$ cat src/rtl/pwm_pkg.sv
package pwm_pkg;
  localparam int ICNT_W = 6;

  typedef enum logic [1:0] {
    ISEL_NONE = 2'b00,
    ISEL_CMP  = 2'b01,
    ISEL_PER  = 2'b10,
    ISEL_OFF  = 2'b11
  } isel_e;

  typedef struct packed {
    logic [ICNT_W-1:0] icount;
    isel_e             isel;
    logic              en;
  } ch_cfg_t;

  localparam int CFG_W = $bits(ch_cfg_t);

  // word index inside a 16-byte slot
  localparam logic [1:0] SUB_PER  = 2'd0;
  localparam logic [1:0] SUB_CMP  = 2'd1;
  localparam logic [1:0] SUB_DB   = 2'd2;
  localparam logic [1:0] SUB_CTRL = 2'd3;
endpackage

$ cat src/rtl/pwm_prescaler.sv
module pwm_prescaler #(
  parameter int W = 16
) (
  input  logic         clk_i,
  input  logic         rst_ni,
  input  logic         en_i,
  input  logic [W-1:0] reload_i,
  output logic         tick_o
);
  logic [W-1:0] cnt_q;

  assign tick_o = en_i && (cnt_q == '0);

  always_ff @(posedge clk_i or negedge rst_ni) begin
    if (!rst_ni)                     cnt_q <= '0;
    else if (!en_i || cnt_q == '0)   cnt_q <= reload_i;
    else                             cnt_q <= cnt_q - 1'b1;
  end

  assert_tick_spacing_R3: assert property (@(posedge clk_i) disable iff (!rst_ni)
    (tick_o && reload_i != '0) |=> !tick_o);
  assert_no_tick_off_R3: assert property (@(posedge clk_i) disable iff (!rst_ni)
    !en_i |-> !tick_o);
endmodule

$ cat src/rtl/pwm_channel.sv
module pwm_channel #(
  parameter int CW = 16
) (
  input  logic          clk_i,
  input  logic          rst_ni,
  input  logic          en_i,
  input  logic          adv_i,
  input  logic [CW-1:0] period_i,
  input  logic [CW-1:0] on_i,
  input  logic [CW-1:0] off_i,
  output logic          pwm_o,
  output logic          cmp_evt_o,
  output logic          per_evt_o
);
  logic [CW-1:0] cnt_q;
  logic          pwm_q;
  logic          step, on_hit, off_hit, wrap;

  assign step    = en_i && adv_i;
  assign wrap    = cnt_q >= period_i;
  // all-ones points are parked and never match
  assign on_hit  = (cnt_q == on_i)  && (on_i  != '1);
  assign off_hit = (cnt_q == off_i) && (off_i != '1);

  assign cmp_evt_o = step && on_hit;
  assign per_evt_o = step && wrap;
  assign pwm_o     = pwm_q;

  always_ff @(posedge clk_i or negedge rst_ni) begin
    if (!rst_ni) begin
      cnt_q <= '0;
      pwm_q <= 1'b0;
    end else if (!en_i) begin
      cnt_q <= '0;
      pwm_q <= 1'b0;
    end else if (step) begin
      cnt_q <= wrap ? '0 : cnt_q + 1'b1;
      if (off_hit)     pwm_q <= 1'b0;
      else if (on_hit) pwm_q <= 1'b1;
    end
  end

  assert_wrap_zero_R4: assert property (@(posedge clk_i) disable iff (!rst_ni)
    (per_evt_o && en_i) |=> (cnt_q == '0));
  assert_rise_on_match_R5: assert property (@(posedge clk_i) disable iff (!rst_ni)
    $rose(pwm_o) |-> $past(cmp_evt_o));
  assert_disabled_idle_R12: assert property (@(posedge clk_i) disable iff (!rst_ni)
    !en_i |=> (!pwm_o && cnt_q == '0));
endmodule

$ cat src/rtl/pwm_irq_scaler.sv
module pwm_irq_scaler #(
  parameter int IW = 6
) (
  input  logic          clk_i,
  input  logic          rst_ni,
  input  logic          en_i,
  input  logic          evt_i,
  input  logic [IW-1:0] limit_i,
  output logic          raise_o,
  output logic          tick_o
);
  logic [IW-1:0] cnt_q;
  logic          tick_q;

  assign raise_o = evt_i && (cnt_q >= limit_i);
  assign tick_o  = tick_q;

  always_ff @(posedge clk_i or negedge rst_ni) begin
    if (!rst_ni) begin
      cnt_q  <= '0;
      tick_q <= 1'b0;
    end else begin
      tick_q <= evt_i;
      if (!en_i)        cnt_q <= '0;
      else if (raise_o) cnt_q <= '0;
      else if (evt_i)   cnt_q <= cnt_q + 1'b1;
    end
  end

  assert_raise_restart_R8: assert property (@(posedge clk_i) disable iff (!rst_ni)
    raise_o |=> (cnt_q == '0));
  assert_tick_follows_R9: assert property (@(posedge clk_i) disable iff (!rst_ni)
    evt_i |=> tick_o);
endmodule

$ cat src/rtl/pwm_bank.sv
module pwm_bank
  import pwm_pkg::*;
#(
  parameter int NCH = 8,
  parameter int CW  = 16,
  parameter int AW  = 8
) (
  input  logic           clk_i,
  input  logic           rst_ni,
  input  logic           psel_i,
  input  logic           penable_i,
  input  logic           pwrite_i,
  input  logic [AW-1:0]  paddr_i,
  input  logic [31:0]    pwdata_i,
  output logic [31:0]    prdata_o,
  output logic [NCH-1:0] pwm_o,
  output logic [NCH-1:0] tick_o,
  output logic           irq_o
);
  localparam int SEG_W   = AW - 4;
  localparam int CH_BASE = 2;

  logic                core_en_q;
  logic [CW-1:0]       reload_q;
  logic [NCH-1:0]      pend_q;
  logic [CW-1:0]       per_q [NCH];
  logic [CW-1:0]       on_q  [NCH];
  logic [CW-1:0]       off_q [NCH];
  ch_cfg_t             cfg_q [NCH];

  logic                adv;
  logic [NCH-1:0]      raise, cmp_evt, per_evt, sel_evt;

  logic                wr_en;
  logic [SEG_W-1:0]    seg;
  logic [1:0]          sub;
  logic [SEG_W-1:0]    ch_idx;
  logic                ch_hit;
  logic [NCH-1:0]      pend_clr;

  assign wr_en  = psel_i && penable_i && pwrite_i;
  assign seg    = paddr_i[AW-1:4];
  assign sub    = paddr_i[3:2];
  assign ch_idx = seg - SEG_W'(CH_BASE);
  assign ch_hit = (seg >= SEG_W'(CH_BASE)) && (int'(ch_idx) < NCH);

  assign pend_clr = (wr_en && seg == '0 && sub == 2'd2) ? pwdata_i[NCH-1:0] : '0;

  // register writes
  always_ff @(posedge clk_i or negedge rst_ni) begin
    if (!rst_ni) begin
      core_en_q <= 1'b0;
      reload_q  <= '0;
      for (int i = 0; i < NCH; i++) begin
        per_q[i] <= '0;
        on_q[i]  <= '0;
        off_q[i] <= '0;
        cfg_q[i] <= '0;
      end
    end else if (wr_en) begin
      if (seg == '0) begin
        if (sub == 2'd0) core_en_q <= pwdata_i[0];
        if (sub == 2'd1) reload_q  <= pwdata_i[CW-1:0];
      end
      for (int i = 0; i < NCH; i++) begin
        if (ch_hit && int'(ch_idx) == i) begin
          case (sub)
            SUB_PER:  per_q[i] <= pwdata_i[CW-1:0];
            SUB_CMP: begin
              on_q[i]  <= pwdata_i[CW-1:0];
              off_q[i] <= pwdata_i[16+CW-1:16];
            end
            SUB_CTRL: cfg_q[i] <= ch_cfg_t'(pwdata_i[CFG_W-1:0]);
            default: ;
          endcase
        end
      end
    end
  end

  // new interrupt beats a same-cycle clear
  always_ff @(posedge clk_i or negedge rst_ni) begin
    if (!rst_ni) pend_q <= '0;
    else         pend_q <= (pend_q & ~pend_clr) | raise;
  end

  assign irq_o = |pend_q;

  // read mux
  always_comb begin
    prdata_o = '0;
    if (psel_i && !pwrite_i) begin
      if (seg == '0) begin
        case (sub)
          2'd0: prdata_o = 32'(core_en_q);
          2'd1: prdata_o = 32'(reload_q);
          2'd2: prdata_o = 32'(pend_q);
          default: prdata_o = 32'(NCH);
        endcase
      end else if (seg == SEG_W'(1)) begin
        if (sub == 2'd0) prdata_o = 32'(CW);
      end else if (ch_hit) begin
        for (int i = 0; i < NCH; i++) begin
          if (int'(ch_idx) == i) begin
            case (sub)
              SUB_PER:  prdata_o = 32'(per_q[i]);
              SUB_CMP:  prdata_o = (32'(off_q[i]) << 16) | 32'(on_q[i]);
              SUB_CTRL: prdata_o = 32'(cfg_q[i]);
              default:  prdata_o = '0;
            endcase
          end
        end
      end
    end
  end

  pwm_prescaler #(.W(CW)) u_presc (
    .clk_i    (clk_i),
    .rst_ni   (rst_ni),
    .en_i     (core_en_q),
    .reload_i (reload_q),
    .tick_o   (adv)
  );

  for (genvar g = 0; g < NCH; g++) begin : g_ch
    pwm_channel #(.CW(CW)) u_ch (
      .clk_i     (clk_i),
      .rst_ni    (rst_ni),
      .en_i      (cfg_q[g].en),
      .adv_i     (adv),
      .period_i  (per_q[g]),
      .on_i      (on_q[g]),
      .off_i     (off_q[g]),
      .pwm_o     (pwm_o[g]),
      .cmp_evt_o (cmp_evt[g]),
      .per_evt_o (per_evt[g])
    );

    always_comb begin
      unique case (cfg_q[g].isel)
        ISEL_CMP: sel_evt[g] = cmp_evt[g];
        ISEL_PER: sel_evt[g] = per_evt[g];
        default:  sel_evt[g] = 1'b0;
      endcase
    end

    pwm_irq_scaler #(.IW(ICNT_W)) u_isc (
      .clk_i   (clk_i),
      .rst_ni  (rst_ni),
      .en_i    (cfg_q[g].en),
      .evt_i   (sel_evt[g]),
      .limit_i (cfg_q[g].icount),
      .raise_o (raise[g]),
      .tick_o  (tick_o[g])
    );

    assert_set_wins_R11: assert property (@(posedge clk_i) disable iff (!rst_ni)
      raise[g] |=> pend_q[g]);
    assert_clear_R10: assert property (@(posedge clk_i) disable iff (!rst_ni)
      (pend_clr[g] && !raise[g]) |=> !pend_q[g]);
    assert_tick_pend_R9: assert property (@(posedge clk_i) disable iff (!rst_ni)
      raise[g] |=> (tick_o[g] && pend_q[g]));
  end
endmodule

$ cat config.mk
export PLATFORM = sky130hd
export DESIGN_NAME = pwm_bank
export DESIGN_NICKNAME = d
export VERILOG_FILES = /design/src/rtl/pwm_pkg.sv /design/src/rtl/pwm_prescaler.sv /design/src/rtl/pwm_channel.sv /design/src/rtl/pwm_irq_scaler.sv /design/src/rtl/pwm_bank.sv
export SDC_FILE = /design/constraint.sdc
export NUM_CORES = 2
export LEC_CHECK = 0
export ABC_AREA = 1
export BUFFER_PORTS_ARGS = -buffer_cell sky130_fd_sc_hd__buf_2
export CORE_ASPECT_RATIO = 2
export CORE_MARGIN = 8
export CORE_UTILIZATION = 40
export DETAILED_ROUTE_END_ITERATION = 10
export SYNTH_ARGS = -nofsm -noshare
export SYNTH_HDL_FRONTEND = slang
export SYNTH_HIERARCHICAL = 1
export SYNTH_SLANG_ARGS = --single-unit
$ cat constraint.sdc
create_clock -name clk_i -period 4.75 [get_ports clk_i]
set_input_delay 0.2375 -clock clk_i [delete_from_list [all_inputs] [get_ports clk_i]]
set_output_delay 0.2375 -clock clk_i [all_outputs]
set_load 0.05 [all_outputs]
==> flow_summary.toml <==
[critical_path]
critPathMaxStageDelay_ps = 410
crit_fanout = 13
start_kind = "flip-flop"
worstSetupPathType = "reg -> reg"
crit_arrival_ps = 4450
reg2reg_depth = 21
crit_chain = "inv_1, ha_1, nand2_4, nor2_8, nand2_4, nor2_4, buf_12, nand2_2, inv_1, o21ai_0, nor2_1, nand3_1, inv_1, nand2_1, a21oi_1, buf_4, nor2_4, inv_1, a21oi_1, or2_1, nor2_1"
r2r_start = "u_presc/cnt_q[0]$_DFF_PN0_"
required_ps = 5370
cp-end-kind = "flip-flop"
slowest_stage = "nor2_4"
crit_path_frequent_cell = "inv_1"
regToRegEndpoint = "g_ch[1].u_isc/cnt_q[2]$_DFFE_PN0P_"
reg2reg_slack_ps = 920

[synthesis]
yosys-top-cells-area = "dfrtp_1, nand2_1, ha_1"
avgSynthCellArea_um2 = 6.85
synthCells = 6535
synth-simple-area-share_pct = 33.7
synth_edf_count = 0
ys_ff_latch = 689
syn_nets = 6791
synth-xor-area-share_pct = 1.43
synth_compound_area_share_pct = 12.2
synth_top_family_by_area = "simple AND/OR/NAND/NOR gates"
synthMuxAreaShare_pct = 0
netlist_area_um2 = 44800
synth_fa_ha_area_share_pct = 5.90
synth_ff_type = "dfrtp_1"
synth_top_area_share_pct = 38.5
ys_seq_area_share_pct = 38.5
synthDistinctLibCells = 51
ys_async_sr_fraction_pct = 100
ys_warn_count = 6
synth_top_area_cell = "dfrtp_1"

[global_route]
grt_antenna_before_repair = 7
grt_pass1_vias = 42900
grt_max_degree = 119
grt_pass1_wl_mm = 266
grt_usage_pct = 29.0
grt_overflow = 0

[floorplanning]
start_util_pct = 40.3
core_area_um2 = 111000
dieArea_um2 = 123000
placementRows = 173
ios = 94
die_h_um = 489
dieWidth_um = 253

[clocking]
cts_sinks = 689
cts_tree = "done"
cts_buffer_depth = 3
cts_max_level = 3
cts-buffers-inserted = 71
cts_setup_buffers = 0
clock_latency_ps = 710
clk_pin_slew_worst_paths_ps = 70
cts_root_buffer = "clkbuf_16"

[placement]
port_buffers = 91
hpwlAfterDp_mm = 134
dp_cells = 7961
finalWeightedCongestion = 1.01
post_dp_cell_area_um2 = 46700

[finish]
layout_common_cells = "nand2_1, dfrtp_1, inv_1"
drive_gt1_share_pct = 7.89
fill_cells = 11500
post-route-cell-area_um2 = 49200
final_common_cell = "nand2_1"
finalNetCount = 6804
instances_no_fill = 8102
syn2layout_area_growth_pct = 10.0

[min_path]
whs_endpoint = "off_q[87]$_DFFE_PN0P_"
min_path_type = "in -> reg"
min_from = "pwdata_i[23]"
min_path_cells = 3

[routing]
drc = 0
wl_mm = 181
vias = 43600
wl_per_cell_um = 22.4
ant_nets = 0
drtPass1Iterations = 8
avgViaCountPerCell = 5.38
drt_iter0_drc = 3804

[run]
drv_cap = 0

[sta]
fin_crit_ps = 3830
tightestPinTransition_ps = 1380
finalSetupTns_ps = 0
max_freq_mhz = 261
rsz0062_at_grt = "no"
slew_headroom_pct = 8.01
slew_violations = 0
fin_crit_sh_pct = 80.5
hold_violations = 0
finalSetupViolations = 0
fin_skew_ps = 26.9

[pwr]
power.density_nw_per_um2 = 302
p_leak_nw = 22.8
p_total_mw = 14.9
ir_worst_vdd_uv = 330

[run_status]
status = "finished, final reports clean"
synth_stat cells, drive strengths merged (11+ instances only):
cell,n
nand2,2568
inv,690
dfrtp,689
nor2,644
o21ai,595
nand3,328
a21oi,271
ha,211
clkbuf,117
buf,108
nand4,57
xor2,39
xnor2,34
a22o,26
o211ai,22
o22ai,20
a31oi,18
nand3b,17
a211oi,16
nor3,11
through the flow:
| step | setup WS, ps | hold WS (ps) | utilization [%] |
|---|---|---|---|
| 3_5_place_dp | 943 | 354 | 42.0 |
| 4_1_cts | 938 | 46.2 | 44.3 |
| 3_3_place_gp | 955 | 374 | 42.0 |
| 2_1_floorplan | 915 | -58.1 | - |
| 6_report | 925 | 93.2 | 44.3 |
| 5_1_grt | 709 | 103 | 44.3 |
worst max path at each step:
stage,cells past startpoint,slack (ps),end,startpoint
6_report,21,920,g_ch[1].u_isc/cnt_q[2]$_DFFE_PN0P_,u_presc/cnt_q[0]$_DFF_PN0_
5_1_grt,14,710,prdata_o[6],paddr_i[2]
4_1_cts,21,940,g_ch[1].u_isc/cnt_q[2]$_DFFE_PN0P_,u_presc/cnt_q[0]$_DFF_PN0_
3_5_place_dp,21,940,g_ch[1].u_isc/cnt_q[2]$_DFFE_PN0P_,u_presc/cnt_q[0]$_DFF_PN0_
3_3_place_gp,21,960,g_ch[1].u_isc/cnt_q[2]$_DFFE_PN0P_,u_presc/cnt_q[0]$_DFF_PN0_
2_1_floorplan,19,920,g_ch[0].u_isc/cnt_q[2]$_DFFE_PN0P_,u_presc/cnt_q[0]$_DFF_PN0_
final cells by class:
| cell class | count | area [um^2] | share of cell area [%] |
|---|---|---|---|
| antenna | 10 | 25.0 | 0.0508 |
| clock buffer | 94 | 2100 | 4.26 |
| clock inverter | 36 | 435 | 0.884 |
| inverter | 691 | 2600 | 5.29 |
| multi-input combinational | 4930 | 23800 | 48.4 |
| sequential | 689 | 17200 | 35.0 |
| tap | 1487 | 1860 | 3.78 |
| timing repair buffer | 165 | 1150 | 2.33 |
per-layer routing:
| metal | GRT usage, % | vias to the layer above | routed length (um) |
|---|---|---|---|
| met1 | 27.3 | 20300 | 58400 |
| met3 | 5.28 | 702 | 11200 |
| met5 | 0 | - | 0 |
| met4 | 27.7 | 0 | 19400 |
| li1 | - | 20800 | - |
| met2 | 52.2 | 1736 | 92400 |
critical path, delay by kind of cell, from the launching register on:
| family | cells | cell delay [ps] |
|---|---|---|
| compound gates | 3 | 400 |
| fa+ha+maj | 1 | 300 |
| buf+inv | 6 | 1020 |
| flops | 1 | 400 |
| simple gates | 11 | 1590 |
repair_timing:
action                                 CTS  global route
endpoints found under the hold margin   88             0
hold buffers                             1             0
gates resized for setup                  0             0
cells by family (layout without fill, tap and decap cells):
kind of cell | after synthesis | after routing
AOI/OAI and AO/OA | 1002 | 1002
xor gates and xnor gates | 73 | 73
adders and majority gates | 211 | 211
buffers and inverters | 916 | 986
DFF | 689 | 689
other | 0 | 10
and+or+nand+nor | 3644 | 3644
sequential cells by signal (all words and copies together), names as in the netlist:
register           cells
g_ch.u_ch/cnt_q      128
g_ch.u_isc/tick_o      8
cfg_q                 72
g_ch.u_ch/pwm_o        8
g_ch.u_isc/cnt_q      48
pend_q                 8
on_q                 128
u_presc/cnt_q         16
reload_q              16
per_q                128
off_q                128
core_en_q              1
report_power, final:
| group | internal [mW] | switching (mW) |
|---|---|---|
| clock | 3.57 | 2.68 |
| sequential | 6.11 | 0.374 |
| combinational | 0.601 | 1.53 |
Note: power is estimated with default switching activity, not from simulation.
